[config.mk]
export PLATFORM = sky130hd
export DESIGN_NAME = spi_dual_wiper_ctrl
export DESIGN_NICKNAME = d
export VERILOG_FILES = /design/src/rtl/spi_dual_wiper_ctrl.sv
export SDC_FILE = /design/constraint.sdc
export NUM_CORES = 1
export LEC_CHECK = 0
export ABC_CLOCK_PERIOD_IN_PS = 3950
export BUFFER_PORTS_ARGS = -buffer_cell sky130_fd_sc_hd__clkbuf_2
export CAP_MARGIN = 0
export CORE_MARGIN = 10
export CORE_UTILIZATION = 40
export CTS_CLUSTER_SIZE = 30
export DETAILED_ROUTE_END_ITERATION = 10
export PLACE_DENSITY = 0.58
export SLEW_MARGIN = 20
export SYNTH_ARGS = -nofsm -noshare
export SYNTH_HDL_FRONTEND = slang
export SYNTH_SLANG_ARGS = --single-unit
[constraint.sdc]
create_clock -name clk -period 3.95 [get_ports clk]
set_clock_uncertainty 0.1 [all_clocks]
set_input_delay 0 -clock clk [delete_from_list [all_inputs] [get_ports clk]]
set_output_delay 0 -clock clk [all_outputs]
set_load 0.02 [all_outputs]
[src/rtl/spi_dual_wiper_ctrl.sv]
module spi_dual_wiper_ctrl #(
  parameter int NCH    = 2,
  parameter int CODE_W = 8
) (
  input  logic                    clk,
  input  logic                    rst_n,
  input  logic                    cs_n,
  input  logic                    sck,
  input  logic                    si,
  input  logic                    hw_rst_n,
  input  logic                    hw_shdn_n,
  output logic                    so,
  output logic [NCH*CODE_W-1:0]   wiper,
  output logic [NCH-1:0]          open_a,
  output logic [NCH-1:0]          tie_wb
);
  localparam int FRAME_W = 8 + CODE_W;
  localparam int CNT_W   = $clog2(FRAME_W);
  localparam logic [CODE_W-1:0] MID = {1'b1, {(CODE_W-1){1'b0}}};
  localparam logic [1:0] OP_WRITE = 2'b01;
  localparam logic [1:0] OP_SHDN  = 2'b10;

  logic               sck_q, cs_q, so_q, full;
  logic [CNT_W-1:0]   cnt;
  logic [FRAME_W-1:0] sr;
  logic [NCH-1:0]     sw_off;
  logic               sck_rise, sck_fall, cs_fall, cs_rise, exec;
  logic [1:0]         op;
  logic [NCH-1:0]     sel;
  logic [CODE_W-1:0]  data;

  assign sck_rise = ~cs_n & sck & ~sck_q;
  assign sck_fall = ~cs_n & ~sck & sck_q;
  assign cs_fall  = ~cs_n & cs_q;
  assign cs_rise  = cs_n & ~cs_q;
  assign op       = sr[FRAME_W-3:FRAME_W-4];
  assign sel      = sr[CODE_W+NCH-1:CODE_W];
  assign data     = sr[CODE_W-1:0];
  assign exec     = cs_rise & full & (cnt == '0);
  assign so       = ~cs_n & so_q;

  always_ff @(posedge clk) begin
    if (!rst_n) begin
      sck_q <= 1'b0;
      cs_q  <= 1'b1;
    end else begin
      sck_q <= sck;
      cs_q  <= cs_n;
    end
  end

  always_ff @(posedge clk) begin
    if (!rst_n || cs_fall) begin
      sr   <= '0;
      cnt  <= '0;
      full <= 1'b0;
      so_q <= 1'b0;
    end else begin
      if (sck_rise) begin
        sr <= {sr[FRAME_W-2:0], si};
        if (cnt == CNT_W'(FRAME_W-1)) begin
          cnt  <= '0;
          full <= 1'b1;
        end else begin
          cnt <= cnt + 1'b1;
        end
      end
      if (sck_fall) so_q <= sr[FRAME_W-1];
    end
  end

  for (genvar ch = 0; ch < NCH; ch++) begin : g_ch
    logic [CODE_W-1:0] code;

    always_ff @(posedge clk) begin
      if (!rst_n || !hw_rst_n)
        code <= MID;
      else if (exec && sel[ch] && op == OP_WRITE)
        code <= data;
    end

    always_ff @(posedge clk) begin
      if (!rst_n)
        sw_off[ch] <= 1'b0;
      else if (exec && sel[ch]) begin
        if (op == OP_WRITE)     sw_off[ch] <= 1'b0;
        else if (op == OP_SHDN) sw_off[ch] <= 1'b1;
      end
    end

    assign wiper[ch*CODE_W +: CODE_W] = code;
    assign open_a[ch] = sw_off[ch] | ~hw_shdn_n;
    assign tie_wb[ch] = sw_off[ch] | ~hw_shdn_n;
  end
endmodule


==> summary.txt <==
MIN PATH
-----------------------------------------------------------------------------------------
Worst min-delay path class                                                      in -> reg
Worst hold path stage count                                                             4

SYNTHESIS
-----------------------------------------------------------------------------------------
Synthesized area divided by synthesized cell count                             8.77 sq um
EDFF count, synth                                                                       0
Flip-flop cell with the highest count after synthesis                        sky130_fd_sc_hd__dfxtp_1
Number of warnings reported in the yosys synthesis log                                  0
Proportion of register bits with asynchronous set or reset after synthesis             0%
Number of distinct library cells after synthesis                                       26
Proportion of synthesized chip area in sequential cells                             50.2%
Seq cells post-synth                                                                   42
Mapped Cells                                                                          191
Net count after synthesis                                                             201
Post-Syn Area                                                                0.00168 sq mm

STA
-----------------------------------------------------------------------------------------
Final period utilization                                                            44.5%
TNS Setup                                                                            0 ns
Final-report setup violation count                                                      0
Max frequency                                                                     569 MHz
Slew of the pin with the lowest slew margin                                      0.740 ns
Unrepaired setup endpoints after global routing                                        no
Shortest clock period the worst path allows after layout                          1.76 ns
Worst-case setup margin in the final layout                                       2.19 ns
Final hold vios                                                                         0
Hold slack final                                                                 0.102 ns
Max-slew violation count                                                                0
Worst rel slew slack                                                                50.6%

FLOORPLAN
-----------------------------------------------------------------------------------------
Std cell rows                                                                          23
Die area                                                                     0.00718 sq mm
I/O pin cnt                                                                            28
Effective utilization at floorplan                                                  41.6%
Placeable core area                                                          0.00403 sq mm
Die width                                                                         84.7 um
Overall die height                                                                84.7 um

CTS
-----------------------------------------------------------------------------------------
Num Clock Sinks                                                                        42
Clock latency of the later-clocked register in the worst-skew pair                0.29 ns
Clock tree from TritonCTS                                                             yes
Clock transition at the registers of the reported paths                           0.08 ns
Max H-tree Level                                                                        2
CTS Buffer Depth                                                                        2
Clock tree root driver cell                                                  sky130_fd_sc_hd__clkbuf_8
Number of buffers created by CTS                                                        5

PWR
-----------------------------------------------------------------------------------------
Leakage power summed over all cells                                              0.790 nW
Sequential fraction of design power                                                 52.8%
Fraction of power spent switching nets                                              20.8%
Power density over the cells                                                  403 mW/mm^2
Peak supply drop                                                                   174 uV
Switching power                                                                  0.168 mW
Clock share of power                                                                42.6%
Design internal power                                                            0.640 mW
Share of total power in combinational logic                                          4.6%

ROUTE
-----------------------------------------------------------------------------------------
Number of nets still failing antenna checks after routing                               0
Total via count in the routed design                                                 1311
Routed len/inst                                                                   13.1 um
Remaining design rule violation count                                                   0
Routed wire length                                                                3.56 mm
Per-cell via count in the routed design                                              4.84
Starting DRT DRC Count                                                                 87
Number of iterations in the first detailed-routing pass                                 4

CRITICAL PATH
-----------------------------------------------------------------------------------------
Nature of the critical path startpoint                                          flip-flop
Worst Path Required                                                               4.07 ns
Worst Path Class, Setup                                                        reg -> reg
Capturing element type of the critical path                                     flip-flop
Maximum fanout count along the critical path                                            8
Cells on worst reg2reg path                                                             5
Arrival @ worst endpoint                                                          1.88 ns

GLOBAL ROUTING
-----------------------------------------------------------------------------------------
Remaining global-route overflow                                                         0
All-Layer GR Usage                                                                  10.3%
Met2 GRT Util                                                                       15.6%
Most used routing layer                                                              met2
GRT met3 Usage                                                                      4.93%
Via count of the first global-routing pass                                           1282
Maximum number of pins on one net before global-route repair                           23
Antenna violations before repair                                                        0
Global-route wire length before repair                                            6.06 mm
Met1 layer usage reported by global route                                           12.0%

FINISH
-----------------------------------------------------------------------------------------
Layout cells sized above 1                                                          17.2%
Area delta synth->final                                                             19.8%
Final Instance Count excl. Fillers                                                    271
Total Nets Final                                                                      231
# diodes                                                                                0

OUTCOME
-----------------------------------------------------------------------------------------
Result of the run                                                            finished, final reports clean

PLACEMENT
-----------------------------------------------------------------------------------------
Half-perimeter wire length after detailed placement                               2.49 mm
Placed cells                                                                          258
DP Worst Slack                                                                    2.01 ns
Number of buffers added on ports                                                       27
Weighted congestion at the end of routability-driven global placement               0.747

JOB
-----------------------------------------------------------------------------------------
Reported max-cap violation count                                                        0

==> critical path, cell delays in order (launching register included) <==
cell	delay, ns
sky130_fd_sc_hd__dfxtp_1	0.43
sky130_fd_sc_hd__inv_1	0.07
sky130_fd_sc_hd__ha_1	0.21
sky130_fd_sc_hd__nand4b_1	0.13
sky130_fd_sc_hd__nand2b_1	0.49
sky130_fd_sc_hd__mux2i_1	0.25
==> metal layers <==
layer | wire length, um | up-vias | part of all wire (%)
met1 | 1670 | 595 | 47
met2 | 1600 | 27 | 45
met3 | 230 | 7 | 6.5
met5 | 0 | - | 0
li1 | - | 682 | -
met4 | 59 | 0 | 1.7
==> registers in the layout (all words and copies together) (netlist names) <==
register   cells
sr            16
full           1
so_q           1
cs_q           1
cnt            4
g_ch.code     16
sck_q          1
sw_off         2
==> cells in the mapped netlist, drive strengths merged (3+ instances only) <==
cell type | count | area (sq um)
buf | 7 | 42.5
nand2b | 6 | 37.5
a21oi | 20 | 100
ha | 3 | 37.5
nor2 | 6 | 25.0
inv | 5 | 18.8
nand2 | 61 | 229
mux2i | 19 | 190
dfxtp | 42 | 841
clkbuf | 4 | 15.0
==> path summary, 6_finish.rpt <==
| check | from | endpoint | slack, ns |
|---|---|---|---|
| max | cnt[0] | g_ch[1].code[0] | 2.19 |
| min | cs_n | so_q | 0.10 |
| max reg2reg | cnt[0] | g_ch[1].code[0] | 2.19 |
| min reg2reg | g_ch[1].code[4] | g_ch[1].code[4] | 0.36 |
==> cells by family after synthesis <==
family                   share of synthesized area, %
AO/OA/AOI/OAI                                    8.07
adder cells (fa/ha/maj)                          2.24
buffers and inverters                            4.56
flip-flops                                       50.2
multiplexers                                     11.4
AND/OR/NAND/NOR                                  23.6
==> cell type report <==
type,instances,area (sq um)
fillers,413,2020
repair buffers,34,203
inverters,5,18.8
multi-input cells,133,769
flip-flops and latches,42,841
clock inverters,1,30.0
clock buffers,6,82.6
well taps,50,62.6
==> through the flow <==
step                      cell area, sq um  power (mW)  utilization, %
after floorplan                       1680       0.459               -
after global placement                1830       0.468            45.4
after detailed placement              1830       0.469            45.4
after CTS                             2000       0.814            49.7
after global routing                  2010       0.839            49.8
final                                 2010       0.808            49.8
==> placed cells by master (no fill, tap or decap), types with 3 or more instances in the layout <==
cell type and n:
sky130_fd_sc_hd__nand2b_1 6, sky130_fd_sc_hd__nor2_1 5, sky130_fd_sc_hd__clkbuf_8 6, sky130_fd_sc_hd__clkbuf_2 27, sky130_fd_sc_hd__a21oi_1 20, sky130_fd_sc_hd__ha_1 3
sky130_fd_sc_hd__dlygate4sd3_1 6, sky130_fd_sc_hd__inv_1 5, sky130_fd_sc_hd__mux2i_1 19, sky130_fd_sc_hd__nand2_1 61, sky130_fd_sc_hd__dfxtp_1 42
==> timing repair <==
item                                   CTS  global route
hold buffers                             6             0
resized for setup                        0             0
endpoints found under the hold margin    8             0
buffers inserted                         0             0
==> power by group through the flow <==
stage                     clock network, mW  logic, mW  registers, mW
after CTS                             0.351     0.0368          0.427
after floorplan                           0     0.0231          0.436
after global placement                    0     0.0315          0.436
final                                 0.344     0.0371          0.427
after detailed placement                  0     0.0321          0.437
after global routing                  0.371     0.0410          0.427
(Power assumes the default switching activity.)
